==> config.mk <==
export PLATFORM = sky130hd
export DESIGN_NAME = seg_xlate
export DESIGN_NICKNAME = d
export VERILOG_FILES = /design/src/rtl/seg_xlate.sv
export SDC_FILE = /design/constraint.sdc
export NUM_CORES = 1
export LEC_CHECK = 0
export BUFFER_PORTS_ARGS = -buffer_cell sky130_fd_sc_hd__buf_2
export CAP_MARGIN = 20
export CORE_MARGIN = 5
export CORE_UTILIZATION = 39
export CTS_BUF_LIST = sky130_fd_sc_hd__clkbuf_8
export CTS_CLUSTER_DIAMETER = 60
export DETAILED_ROUTE_END_ITERATION = 7
export PLACE_DENSITY = 0.74
export SETUP_SLACK_MARGIN = 0.3
export SLEW_MARGIN = 40
export SYNTH_ARGS = -nofsm -noshare
export SYNTH_HDL_FRONTEND = slang
export SYNTH_SLANG_ARGS = --single-unit
==> constraint.sdc <==
create_clock -name clk -period 2.65 [get_ports clk]
set_input_delay 0.3975 -clock clk [delete_from_list [all_inputs] [get_ports clk]]
set_output_delay 0.3975 -clock clk [all_outputs]
set_load 0.03 [all_outputs]
==> src/rtl/seg_xlate.sv <==
module seg_xlate (
  input  logic        clk,
  input  logic        rst_n,
  input  logic        req_valid,
  input  logic [31:0] req_addr,
  input  logic        req_write,
  input  logic [1:0]  req_mode,
  input  logic        err_lvl,
  input  logic [31:0] ctx_in,
  input  logic [31:0] ehi_in,
  output logic        tlb_lookup,
  output logic [31:0] tlb_vaddr,
  input  logic        tlb_hit,
  input  logic        tlb_valid,
  input  logic        tlb_dirty,
  input  logic [31:0] tlb_paddr,
  output logic        out_valid,
  output logic [31:0] phys_addr,
  output logic        perm_read,
  output logic        perm_write,
  output logic        fault,
  output logic [4:0]  exc_code,
  output logic        refill,
  output logic [31:0] bad_vaddr,
  output logic [31:0] ctx_out,
  output logic [31:0] ehi_out
);
  localparam logic [4:0] C_MOD  = 5'd1;
  localparam logic [4:0] C_TLBL = 5'd2;
  localparam logic [4:0] C_TLBS = 5'd3;
  localparam logic [4:0] C_ADEL = 5'd4;
  localparam logic [4:0] C_ADES = 5'd5;

  logic kern, sup;
  assign kern = (req_mode == 2'd0);
  assign sup  = (req_mode == 2'd1);

  logic        want_map, priv_bad, n_fault, n_refill, n_rd, n_wr;
  logic [4:0]  n_code;
  logic [31:0] n_phys;

  always_comb begin
    want_map = 1'b0;
    priv_bad = 1'b0;
    n_phys   = '0;
    n_rd     = 1'b0;
    n_wr     = 1'b0;
    n_fault  = 1'b0;
    n_code   = '0;
    n_refill = 1'b0;
    case (req_addr[31:29])
      3'b100, 3'b101:
        if (kern) begin
          n_phys = {3'b000, req_addr[28:0]};
          n_rd = 1'b1; n_wr = 1'b1;
        end else priv_bad = 1'b1;
      3'b110:
        if (kern || sup) want_map = 1'b1;
        else priv_bad = 1'b1;
      3'b111:
        if (kern) want_map = 1'b1;
        else priv_bad = 1'b1;
      default:
        if (err_lvl) begin
          n_phys = req_addr;
          n_rd = 1'b1; n_wr = 1'b1;
        end else want_map = 1'b1;
    endcase
    if (priv_bad) begin
      n_fault = 1'b1;
      n_code  = req_write ? C_ADES : C_ADEL;
    end else if (want_map) begin
      if (!tlb_hit) begin
        n_fault = 1'b1; n_refill = 1'b1;
        n_code  = req_write ? C_TLBS : C_TLBL;
      end else if (!tlb_valid) begin
        n_fault = 1'b1;
        n_code  = req_write ? C_TLBS : C_TLBL;
      end else if (req_write && !tlb_dirty) begin
        n_fault = 1'b1;
        n_code  = C_MOD;
      end else begin
        n_phys = tlb_paddr;
        n_rd   = 1'b1;
        n_wr   = tlb_dirty;
      end
    end
    if (n_fault) begin
      n_phys = '0; n_rd = 1'b0; n_wr = 1'b0;
    end
  end

  assign tlb_lookup = req_valid && want_map;
  assign tlb_vaddr  = req_addr;

  always_ff @(posedge clk) begin
    if (!rst_n) begin
      out_valid  <= 1'b0;
      phys_addr  <= '0;
      perm_read  <= 1'b0;
      perm_write <= 1'b0;
      fault      <= 1'b0;
      exc_code   <= '0;
      refill     <= 1'b0;
      bad_vaddr  <= '0;
      ctx_out    <= '0;
      ehi_out    <= '0;
    end else begin
      out_valid  <= req_valid;
      phys_addr  <= req_valid ? n_phys : '0;
      perm_read  <= req_valid && n_rd;
      perm_write <= req_valid && n_wr;
      fault      <= req_valid && n_fault;
      exc_code   <= req_valid ? n_code : '0;
      refill     <= req_valid && n_refill;
      if (req_valid && n_fault) begin
        bad_vaddr <= req_addr;
        ctx_out   <= {ctx_in[31:23], req_addr[31:13], 4'b0000};
        ehi_out   <= {req_addr[31:13], 5'b00000, ehi_in[7:0]};
      end
    end
  end
endmodule

==> metrics.yaml, run 1 <==
cts_resized: 0
rows: 41
hpwl_um: 10600
grt_pass1_wl_um: 24600
die_h_um: 123
met3_usage_pct: 3.71
core_area_um2: 12600
synth_cells: 610
synth_area_um2: 5020
rsz0062_at_grt: "false"
drv_cap: 0
grtUsageMet2_pct: 34.3
stdcell_area_um2: 5930
hold_buffers: 0
syn2layout_area_growth_pct: 18.0
clock-sinks: 89
grt_pass1_vias: 4626
nets: 879
yosys_warnings: 0
cts_made_buffers: 9
fill_cells: 1272
relSlewSlack_pct: 58.7
cts_tree: "built"
cts_setup_buffers: 0
setup_ws_ns: 0.689
min_period_ns: 1.96
antenna_found_initial: 0
drt_iter0_markers: 393
cp_max_fo: 29
multi_input_area_um2: 2350
layout_worst_path_cycle_share_pct: 74.0
cp-end-kind: "primary output"
start_util_pct: 39.8
grt_max_degree: 148
yosysSeqAreaShare_pct: 35.5
top_usage_layer: "met2"
cp-start-kind: "input pin"
dp_worst_setup_slack_ns: 0.592
num_vias: 5208
drv_slew: 0
outcome: "finished, final reports clean"
p_per_area_nw_per_um2: 565
arrival_ns: 1.56
r2r_setup_slack_ns: 1.80
instances_no_fill: 915
drt-pass1-iter-count: 6
via_per_inst: 5.69
post_drt_wl_per_cell_um: 17.7
worstMarginPinSlew_ns: 0.620
gp_congestion: 0.761
fmax_mhz: 510
finalSetupTns_ns: 0
synth.distinct_cells: 31
grtUsageMet1_pct: 25.6
p_leak_nw: 2.91
ant_nets: 0
fp.dieW_um: 123
ys_ff_latch: 89
routed_wl_um: 16200
final-setup-viol-count: 0
overflow: 0
clk_path_buf_depth: 2
cts-root-buf: "clkbuf_8"
worstPathRequired_ns: 2.25
dp.cells: 902
placed_cell_area_um2: 5780
diodes: 0
die-area_um2: 15200
portBuffers: 250
htreeDepth: 3
grt_usage_pct: 20.1
hold-worst-slack_ns: 0.237
hold_class: "input pin to register"
drc: 0
peakVddDrop_uv: 198
clk-insertion-delay-late_ns: 0.36
final_util_pct: 47.0
io_pins: 309
layout-drive-gt1-share_pct: 38.2
regArea_um2: 1780
p_total_mw: 3.35
avgSynthCellArea_um2: 8.23
fin_skew_ns: 0
clk_pin_slew_ns: 0.08
crit_type: "input pin to primary output"
hold_viol: 0
## area by class of cell
| type | count | share of cell area (%) |
|---|---|---|
| clock inverter | 3 | 0.211 |
| timing repair buffer | 264 | 23.8 |
| inverter | 5 | 0.317 |
| tap | 172 | 3.63 |
| sequential | 89 | 30.1 |
| multi-input combinational | 372 | 39.7 |
| clock buffer | 10 | 2.32 |
## kinds of logic (layout without fill, tap and decap cells)
group / count (synthesis) / count (layout) / synth area share, %
other cells: 1 / 11 / 0.0747
simple gates: 193 / 193 / 20.3
buf+inv: 159 / 282 / 19.2
compound gates: 168 / 168 / 25.0
flops: 89 / 89 / 35.5
## final timing paths
path | from | endpoint | cells past startpoint
worst min register to register | bad_vaddr[11]$_SDFFE_PN0P_ | bad_vaddr[11]$_SDFFE_PN0P_ | 2
worst max register to register | ctx_out[22]$_SDFFE_PN0P_ | ctx_out[22]$_SDFFE_PN0P_ | 3
worst max-delay path | req_valid | tlb_lookup | 4
worst min-delay path | tlb_hit | refill$_SDFF_PN0_ | 2
## power by group
| part | internal, mW | switching (mW) |
|---|---|---|
| Sequential | 1.43 | 0.0715 |
| Clock | 0.343 | 0.461 |
| Combinational | 0.284 | 0.754 |
## state kept, by name, summed over array words and instances, names as in the netlist
register and flops:
exc_code 3, bad_vaddr 31, refill 1, out_valid 1
ehi_out 8, perm_write 1, phys_addr 32, perm_read 1
fault 1, ctx_out 10
## layout by cell type (no fill, tap or decap), types with 4 or more instances in the layout
master	netlist	routed
and3_1	50	50
o21ai_0	20	20
nor2_1	6	6
nand3_1	127	127
dfxtp_1	89	89
nand2_1	5	4
inv_1	3	5
o2111ai_1	49	49
a21oi_1	31	31
buf_2	19	249
o21ai_1	9	9
clkbuf_8	0	10
buf_4	81	11
conb_1	1	11
buf_12	0	4
a32oi_1	50	50
## synthesized netlist by cell type
cell type	instances	share of area, %
o211a_1	1	0.20
nand3_1	127	13
o21ai_1	9	0.90
buf_2	19	1.9
o2111ai_1	49	8.5
a21oi_1	31	3.1
a21oi_2	1	0.17
nand2_1	5	0.37
a41oi_2	1	0.32
o211ai_1	1	0.15
o21a_1	1	0.15
conb_1	1	0.075
o21ai_0	20	2.0
nor2_1	6	0.45
inv_1	3	0.22
buf_6	5	1.1
nor3_1	2	0.20
dfxtp_1	89	35
or3b_1	1	0.17
buf_4	81	12
inv_2	2	0.15
clkbuf_1	47	3.5
and2_1	1	0.12
o211ai_2	1	0.25
nor2b_1	1	0.12
a32oi_1	50	8.7
a41o_1	1	0.20
a31oi_1	1	0.12
buf_1	2	0.15
a21o_1	1	0.15
and3_1	50	6.2
## critical path, cell delays in order
cell and delay [ns]:
buf_2 0.37, inv_2 0.38, nor2_1 0.18, buf_2 0.22
## per-layer routing
metal / vias to the layer above / share of wire (%)
li1: 2497 / -
met1: 2453 / 40
met2: 240 / 50
met3: 18 / 8.5
met4: 0 / 1.4
met5: - / 0
(Power assumes the default switching activity.)
==> run 2, diff against run 1 <==
Clock period 2.65 ns to 2 ns, I/O delays scaled along.
==> run 2 against run 1 <==
Die area stayed put; global-route usage fell by 0.63 points; critical endpoint unchanged; sequential cell count unchanged; largest cell class unchanged; critical path type unchanged; sequential power is 33% higher; cell area rose by 2.7%.
==> metrics.yaml, run 2 (synthesis results as in run 1) <==
fin_skew_ns: 0
instances_no_fill: 924
top_register: "phys_addr"
cts_made_buffers: 9
holdPathEnd: "refill$_SDFF_PN0_"
fmax_mhz: 630
drv_slew: 0
setup_ws_ns: 0.413
portBuffers: 250
syn2layout_area_growth_pct: 21.2
gp_congestion: 0.756
die-area_um2: 15200
hold_depth: 2
layout_worst_path_cycle_share_pct: 79.3
layout-drive-gt1-share_pct: 38.3
clk-insertion-delay-late_ns: 0.36
dp.cells: 906
htreeDepth: 3
grt_max_degree: 70
dp_worst_setup_slack_ns: 0.318
final_cell_mix: "249 x buf_2, 127 x nand3_1, 89 x dfxtp_1"
min_period_ns: 1.59
grt_pass1_wl_um: 23700
path_cells: "buf_2 -> inv_2 -> nor2_1 -> buf_2"
cts_tree: "built"
grt_pass1_vias: 4534
reg_top3: "phys_addr x32, bad_vaddr x31, ctx_out x10"
final_common_cell: "buf_2"
max_stage_delay_ns: 0.31
cp-end-kind: "primary output"
arrival_ns: 1.29
rows: 41
drt_iter0_markers: 370
critPathSlowestCell: "buf_2"
ant_nets: 0
via_per_inst: 5.70
num_vias: 5264
nets: 885
io_pins: 309
crit_path_frequent_cell: "buf_2"
worstPathRequired_ns: 1.70
largest_register_ffs: 32
cts_setup_buffers: 0
outcome: "finished, final reports clean"
clk_path_buf_depth: 2
cp_max_fo: 22
fp.dieW_um: 123
cp-start-kind: "input pin"
min_from: "tlb_hit"
diodes: 0
r2r_setup_slack_ns: 1.17
core_area_um2: 12600
clk_pin_slew_ns: 0.08
clock-sinks: 89
p_per_area_nw_per_um2: 733
hold_viol: 0
finalSetupTns_ns: 0
drv_cap: 0
fill_cells: 1222
reg2regPathDepth: 3
rsz0062_at_grt: "false"
p_leak_nw: 3.00
peakVddDrop_uv: 281
r2r_end: "ctx_out[22]$_SDFFE_PN0P_"
overflow: 0
reg2reg_from: "ctx_out[22]$_SDFFE_PN0P_"
final-setup-viol-count: 0
antenna_found_initial: 0
hold_buffers: 0
start_util_pct: 39.8
drt-pass1-iter-count: 5
cts_resized: 0
drc: 0
hold_class: "input pin to register"
post_drt_wl_per_cell_um: 17.6
hpwl_um: 10900
routed_wl_um: 16200
grt_usage_pct: 19.5
die_h_um: 123
crit_type: "input pin to primary output"
cts-root-buf: "clkbuf_8"
[run 2: changes by cell type in the layout (fill, tap and decap cells not counted)]
cell	before	now
inv_1	5	10
clkbuf_16	0	1
and2_2	0	1
and2_4	1	0
buf_12	4	12
clkinv_2	1	0
buf_4	11	8
clkbuf_8	10	9
[run 2: worst max path at each step]
stage / startpoint / cells after the start / end / slack [ns]
5_1_grt: req_valid / 4 / tlb_lookup / 0.33
3_5_place_dp: req_addr[30] / 6 / ctx_out[25]$_SDFFE_PN0P_ / 0.32
4_1_cts: req_addr[29] / 6 / tlb_lookup / 0.33
2_1_floorplan: req_mode[0] / 4 / tlb_lookup / 0.47
3_3_place_gp: req_addr[29] / 7 / phys_addr[24]$_SDFF_PP0_ / 0.34
6_report: req_valid / 4 / tlb_lookup / 0.41
[run 2: routing by layer]
layer / up-vias / GRT usage [%] / wire length [µm] / share of wire, %
li1: 2524 / - / - / -
met1: 2466 / 24.6 / 6660 / 41
met2: 258 / 33.2 / 8010 / 49
met3: 16 / 3.80 / 1350 / 8.3
met4: 0 / 6.71 / 202 / 1.2
met5: - / 0 / 0 / 0
[run 2: per-stage QoR]
stage / power (mW) / utilization, % / instance area [µm²] / hold WS [ns]
after detailed placement: 3.44 / 46.8 / 5900 / 0.492
after global routing: 4.68 / 48.2 / 6090 / 0.131
after CTS: 4.51 / 48.0 / 6050 / 0.0980
final: 4.46 / 48.2 / 6090 / 0.134
after floorplan: 3.10 / - / 5060 / 0.379
after global placement: 3.43 / 46.8 / 5900 / 0.488
[run 2: critical path, delay by kind of cell]
family | cells | cell delay [ns]
buffers and inverters | 3 | 0.81
AND/OR/NAND/NOR | 1 | 0.16
[run 2: final cells by class]
type                       instances  area [µm²]  area share [%]
clock buffer                       9         124            2.03
clock inverter                     7        26.3           0.432
inverter                           5        18.8           0.308
multi-input combinational        372        2350            38.6
sequential                        89        1780            29.3
tap                              172         215            3.54
timing repair buffer             270        1570            25.8
[run 2: power breakdown]
part	total [mW]	internal [mW]	switching, mW
Clock	1.05	0.422	0.623
Combinational	1.42	0.416	1.01
Sequential	1.99	1.90	0.0940
Total	4.46	2.73	1.72
